## config.mk

```make
export PLATFORM = sky130hd
export DESIGN_NAME = lvl_edge_trigger
export DESIGN_NICKNAME = d
export VERILOG_FILES = /design/src/rtl/lvl_edge_trigger.sv
export SDC_FILE = /design/constraint.sdc
export NUM_CORES = 1
export LEC_CHECK = 0
export BUFFER_PORTS_ARGS = -buffer_cell sky130_fd_sc_hd__buf_2
export CAP_MARGIN = 10
export CORE_ASPECT_RATIO = 0.7
export CORE_UTILIZATION = 45
export DETAILED_ROUTE_END_ITERATION = 8
export GPL_ROUTABILITY_DRIVEN = 0
export HOLD_SLACK_MARGIN = 0.1
export MAX_ROUTING_LAYER = met4
export PLACE_DENSITY = 0.78
export SYNTH_ARGS = -nofsm -noshare
export SYNTH_HDL_FRONTEND = slang
export SYNTH_SLANG_ARGS = --single-unit
```

## constraint.sdc

```tcl
create_clock -name clk -period 3.39 [get_ports clk]
set_input_delay 0.1695 -clock clk [delete_from_list [all_inputs] [get_ports clk]]
set_output_delay 0.1695 -clock clk [all_outputs]
set_load 0.005 [all_outputs]
```

## src/rtl/lvl_edge_trigger.sv

```systemverilog
module lvl_edge_trigger #(
  parameter int NCH = 16,
  localparam int SW = (NCH > 1) ? $clog2(NCH) : 1
) (
  input  logic           clk,
  input  logic           rst_n,
  input  logic           smp_en,
  input  logic [NCH-1:0] smp_data,
  input  logic [NCH-1:0] lvl_mask,
  input  logic [NCH-1:0] lvl_value,
  input  logic           edge_en,
  input  logic [SW-1:0]  edge_sel,
  input  logic [1:0]     edge_pol,
  input  logic           arm,
  output logic           trig_pulse,
  output logic           triggered
);

  localparam logic [1:0] POL_RISE = 2'd0;
  localparam logic [1:0] POL_FALL = 2'd1;

  logic           armed;
  logic           have_prev;
  logic [NCH-1:0] prev_q;
  logic           edge_ok;

  wire take   = armed & smp_en & ~arm;
  wire lvl_ok = ((smp_data ^ lvl_value) & lvl_mask) == '0;
  wire cur_b  = smp_data[edge_sel];
  wire prv_b  = prev_q[edge_sel];

  always_comb begin
    case (edge_pol)
      POL_RISE: edge_ok = ~prv_b & cur_b;
      POL_FALL: edge_ok = prv_b & ~cur_b;
      default:  edge_ok = prv_b ^ cur_b;
    endcase
  end

  wire hit = take & lvl_ok & (~edge_en | (have_prev & edge_ok));

  always_ff @(posedge clk) begin
    if (!rst_n) begin
      armed      <= 1'b0;
      have_prev  <= 1'b0;
      prev_q     <= '0;
      trig_pulse <= 1'b0;
      triggered  <= 1'b0;
    end else begin
      trig_pulse <= hit;
      if (arm) begin
        armed     <= 1'b1;
        have_prev <= 1'b0;
        triggered <= 1'b0;
      end else if (take) begin
        prev_q    <= smp_data;
        have_prev <= 1'b1;
        if (hit) begin
          armed     <= 1'b0;
          triggered <= 1'b1;
        end
      end
    end
  end

  p_pulse_single_r8: assert property (@(posedge clk) disable iff (!rst_n)
    trig_pulse |=> !trig_pulse);

  p_pulse_needs_sample_r10: assert property (@(posedge clk) disable iff (!rst_n)
    trig_pulse |-> $past(smp_en) && !$past(arm));

  p_pulse_latched_r9: assert property (@(posedge clk) disable iff (!rst_n)
    trig_pulse |-> triggered);

  p_latch_holds_r9: assert property (@(posedge clk) disable iff (!rst_n)
    triggered && !arm |=> triggered && !trig_pulse);

  p_arm_clears_r11: assert property (@(posedge clk) disable iff (!rst_n)
    arm |=> !triggered && !trig_pulse);

  p_idle_quiet_r1: assert property (@(posedge clk) disable iff (!rst_n)
    !armed && !arm |=> !trig_pulse);

  p_edge_needs_prev_r7: assert property (@(posedge clk) disable iff (!rst_n)
    trig_pulse && $past(edge_en) |-> $past(have_prev));

endmodule

```

==> results.tsv <==
stage	metric	value	unit
status	status	complete, no violations	
synth	synth_simple_gate_area_share	14.3	%
hold_path	hold_path.class	in2reg	
clock_network	cts_tree	yes	
floorplan	die_h	46.1	um
clock_network	clkLatencyLatePin	0.26	ns
sta	fin_crit	2.59	ns
routing	wl_per_cell	16.3	um
synth	synth-xor-area-share	11.2	%
synth	synth_seq_cells	20	
critical_path	crit_chain	mux4_2 > mux4_2 > inv_2 > ha_1 > nand2_1 > o211ai_1 > a2111o_1 > o31ai_1	
clock_network	post_cts_resized	0	
clock_network	cts_made_buffers	3	
pwr	intPower	384	uW
routing	viasPerCell	5.54	
critical_path	arrival	2.74	ns
sta	holdWs	0.193	ns
sta	finalSetupTns	0	ns
pwr	total_leakage_power	0.681	nW
clock_network	postCtsSetupRepairBufs	0	
global_routing	grt_first_pass_wirelength	5890	um
synth	yosysUniqueCellTypes	27	
synth	synth_ff_type	dfxtp_1	
final_layout	fin_nets	251	
synth	synth_top_family_by_area	compound AO/OA/AOI/OAI gates	
routing	first_iter_violations	92	
sta	rsz0062_at_grt	false	
critical_path	crit_buf_inv	1	
critical_path	cp.required	3.55	ns
sta	final.setup.worst_slack	0.805	ns
synth	synth.avg_cell_area	9.62	um^2
clock_network	cts_hold_buffers	0	
place	dpl.hpwl	2950	um
global_routing	grt_pass1_vias	1247	
pwr	power_frac_seq	46.8	%
pwr	power.switching	141	uW
floorplan	rows	15	
sta	drv_slew	0	
place	postPlaceCellArea	1570	um^2
routing	postRouteAntennaNets	0	
synth	muxShareOfSynthArea	18.9	%
sta	worstMarginPinSlew	1.05	ns
floorplan	die_w	65.0	um
clock_network	cts_root_buf	clkbuf_8	
global_routing	grt_overflow_total	0	
global_routing	grt_max_degree	19	
critical_path	path_common_cell	mux4_2	
synth	synth-compound-area-share	18.9	%
routing	drt_first_pass_iters	4	
run	drv_cap	0	
clock_network	max-clock-path-buffers	2	
critical_path	crit_path_end_kind	flop	
synth	synth-async-reset-ratio	0	%
synth	syn-num-nets	191	
sta	final-setup-viol-count	0	
clock_network	htree_levels	1	
sta	final_hold_viol_count	0	
synth	synthesis.area	1250	um^2
floorplan	die_area	3000	um^2
global_routing	antenna_found_initial	0	
synth	synth_fa_ha_area_share	2.00	%
final_layout	final_area	1610	um^2
synth	synth_cells	130	
pwr	vdd_ir_drop_max	0.251	mV
place	pre_cts_slack	0.626	ns
final_layout	syn_to_final_growth	28.6	%
critical_path	slowest_delay	0.50	ns
pwr	clockPowerShare	29.8	%
sta	skew	0.00464	ns
routing	drc	0	
final_layout	n_antenna_cell	0	
pwr	combPwrFrac	23.4	%
floorplan	core	2550	um^2
synth	synth_edf_count	0	
synth	synth-warning-count	0	
critical_path	crit_type	reg2reg	
routing	vias	1230	
routing	wirelength	3620	um
floorplan	io_pins	61	
pwr	swShare	26.8	%
clock_network	clock-sinks	20	
critical_path	cp-start-kind	flop	
place	port_buffers	60	
clock_network	clk_pin_slew	0.08	ns
global_routing	track_usage	27.9	%
sta	clock.fmax	387	MHz
synth	ys_seq_area_share	32.0	%
critical_path	cp_top_family	multiplexers	
floorplan	start_util	49.0	%
sta	slew_headroom	29.7	%
pwr	power_density	326	nW/um^2
critical_path	critPathMaxFanout	2	
sta	fin_crit_sh	76.3	%
final_layout	drive_gt1_share	40.4	%
critical_path	slowest_stage	mux4_2	
[tightest hold or removal path: cells and delay by family]
kind                   cells  cell delay, ns
buffers and inverters      1            0.12
AO/OA/AOI/OAI              1            0.07
AND/OR/NAND/NOR            1            0.05
[layer usage]
metal | track usage (%) | wire length, um | up-vias
met4 | 4.35 | 23 | 0
met2 | 45.8 | 1580 | 87
met3 | 7.18 | 445 | 4
met5 | - | 0 | -
li1 | - | - | 586
met1 | 35.8 | 1570 | 553
[state kept, by name, indices dropped and copies added (netlist names)]
name and count:
prev_q 16, armed 1, have_prev 1, trig_pulse 1
triggered 1
[power groups by stage]
| stage | clock, mW | combinational [mW] | sequential (mW) |
|---|---|---|---|
| 5_1_grt | 0.168 | 0.134 | 0.246 |
| 2_1_floorplan | 0 | 0.0641 | 0.249 |
| 6_report | 0.156 | 0.123 | 0.245 |
| 4_1_cts | 0.157 | 0.122 | 0.245 |
| 3_5_place_dp | 0 | 0.121 | 0.251 |
| 3_3_place_gp | 0 | 0.117 | 0.251 |
[kinds of logic (layout without fill, tap and decap cells)]
| family | after synthesis | after routing |
|---|---|---|
| xor+xnor | 16 | 16 |
| fa+ha+maj | 2 | 2 |
| simple gates | 43 | 43 |
| mux | 11 | 11 |
| flops | 20 | 20 |
| compound gates | 31 | 31 |
| buf+inv | 7 | 65 |
[final cells by class]
class	instances	area [um^2]
clock buffers	3	41.3
fillers	238	943
inverters	2	7.51
multi-input cells	103	817
flip-flops and latches	20	400
well taps	34	42.5
repair buffers	60	300
[synthesized netlist by cell type, types with 2 or more instances]
| library cell | count | share of area, % |
|---|---|---|
| ha_1 | 2 | 2.0 |
| mux4_2 | 10 | 18 |
| nand2_1 | 36 | 11 |
| inv_2 | 2 | 0.60 |
| a22oi_1 | 4 | 2.4 |
| nor2b_1 | 2 | 1.0 |
| clkbuf_1 | 4 | 1.2 |
| a22o_1 | 2 | 1.4 |
| xor2_1 | 16 | 11 |
| a21boi_0 | 16 | 9.6 |
| dfxtp_1 | 20 | 32 |
[placed cells by master, fill, tap and decap left out, drive strengths merged, types with 2 or more instances in the layout]
cell and count:
nor2b 2, dfxtp 20, ha 2, a22o 2
clkbuf 3, xor2 16, inv 2, nand2 36
a22oi 4, mux4 10, a21boi 16, buf 60
[metrics by stage]
stage	power (mW)	util (%)	cells
after detailed placement	0.372	61.4	219
final	0.525	63.0	222
after global placement	0.367	61.4	219
after CTS	0.524	63.0	222
after floorplan	0.313	-	130
after global routing	0.548	63.0	222
[final timing paths]
| check | start | to | slack (ns) | cells after the start |
|---|---|---|---|---|
| worst max register to register | prev_q[3]$_SDFFE_PN0P_ | triggered$_SDFFE_PP0P_ | 0.80 | 8 |
| worst min-delay path | smp_data[6] | prev_q[6]$_SDFFE_PN0P_ | 0.19 | 3 |
| worst max-delay path | prev_q[3]$_SDFFE_PN0P_ | triggered$_SDFFE_PP0P_ | 0.80 | 8 |
| worst min register to register | prev_q[7]$_SDFFE_PN0P_ | prev_q[7]$_SDFFE_PN0P_ | 0.48 | 2 |
Power figures use the tool's default switching activity.
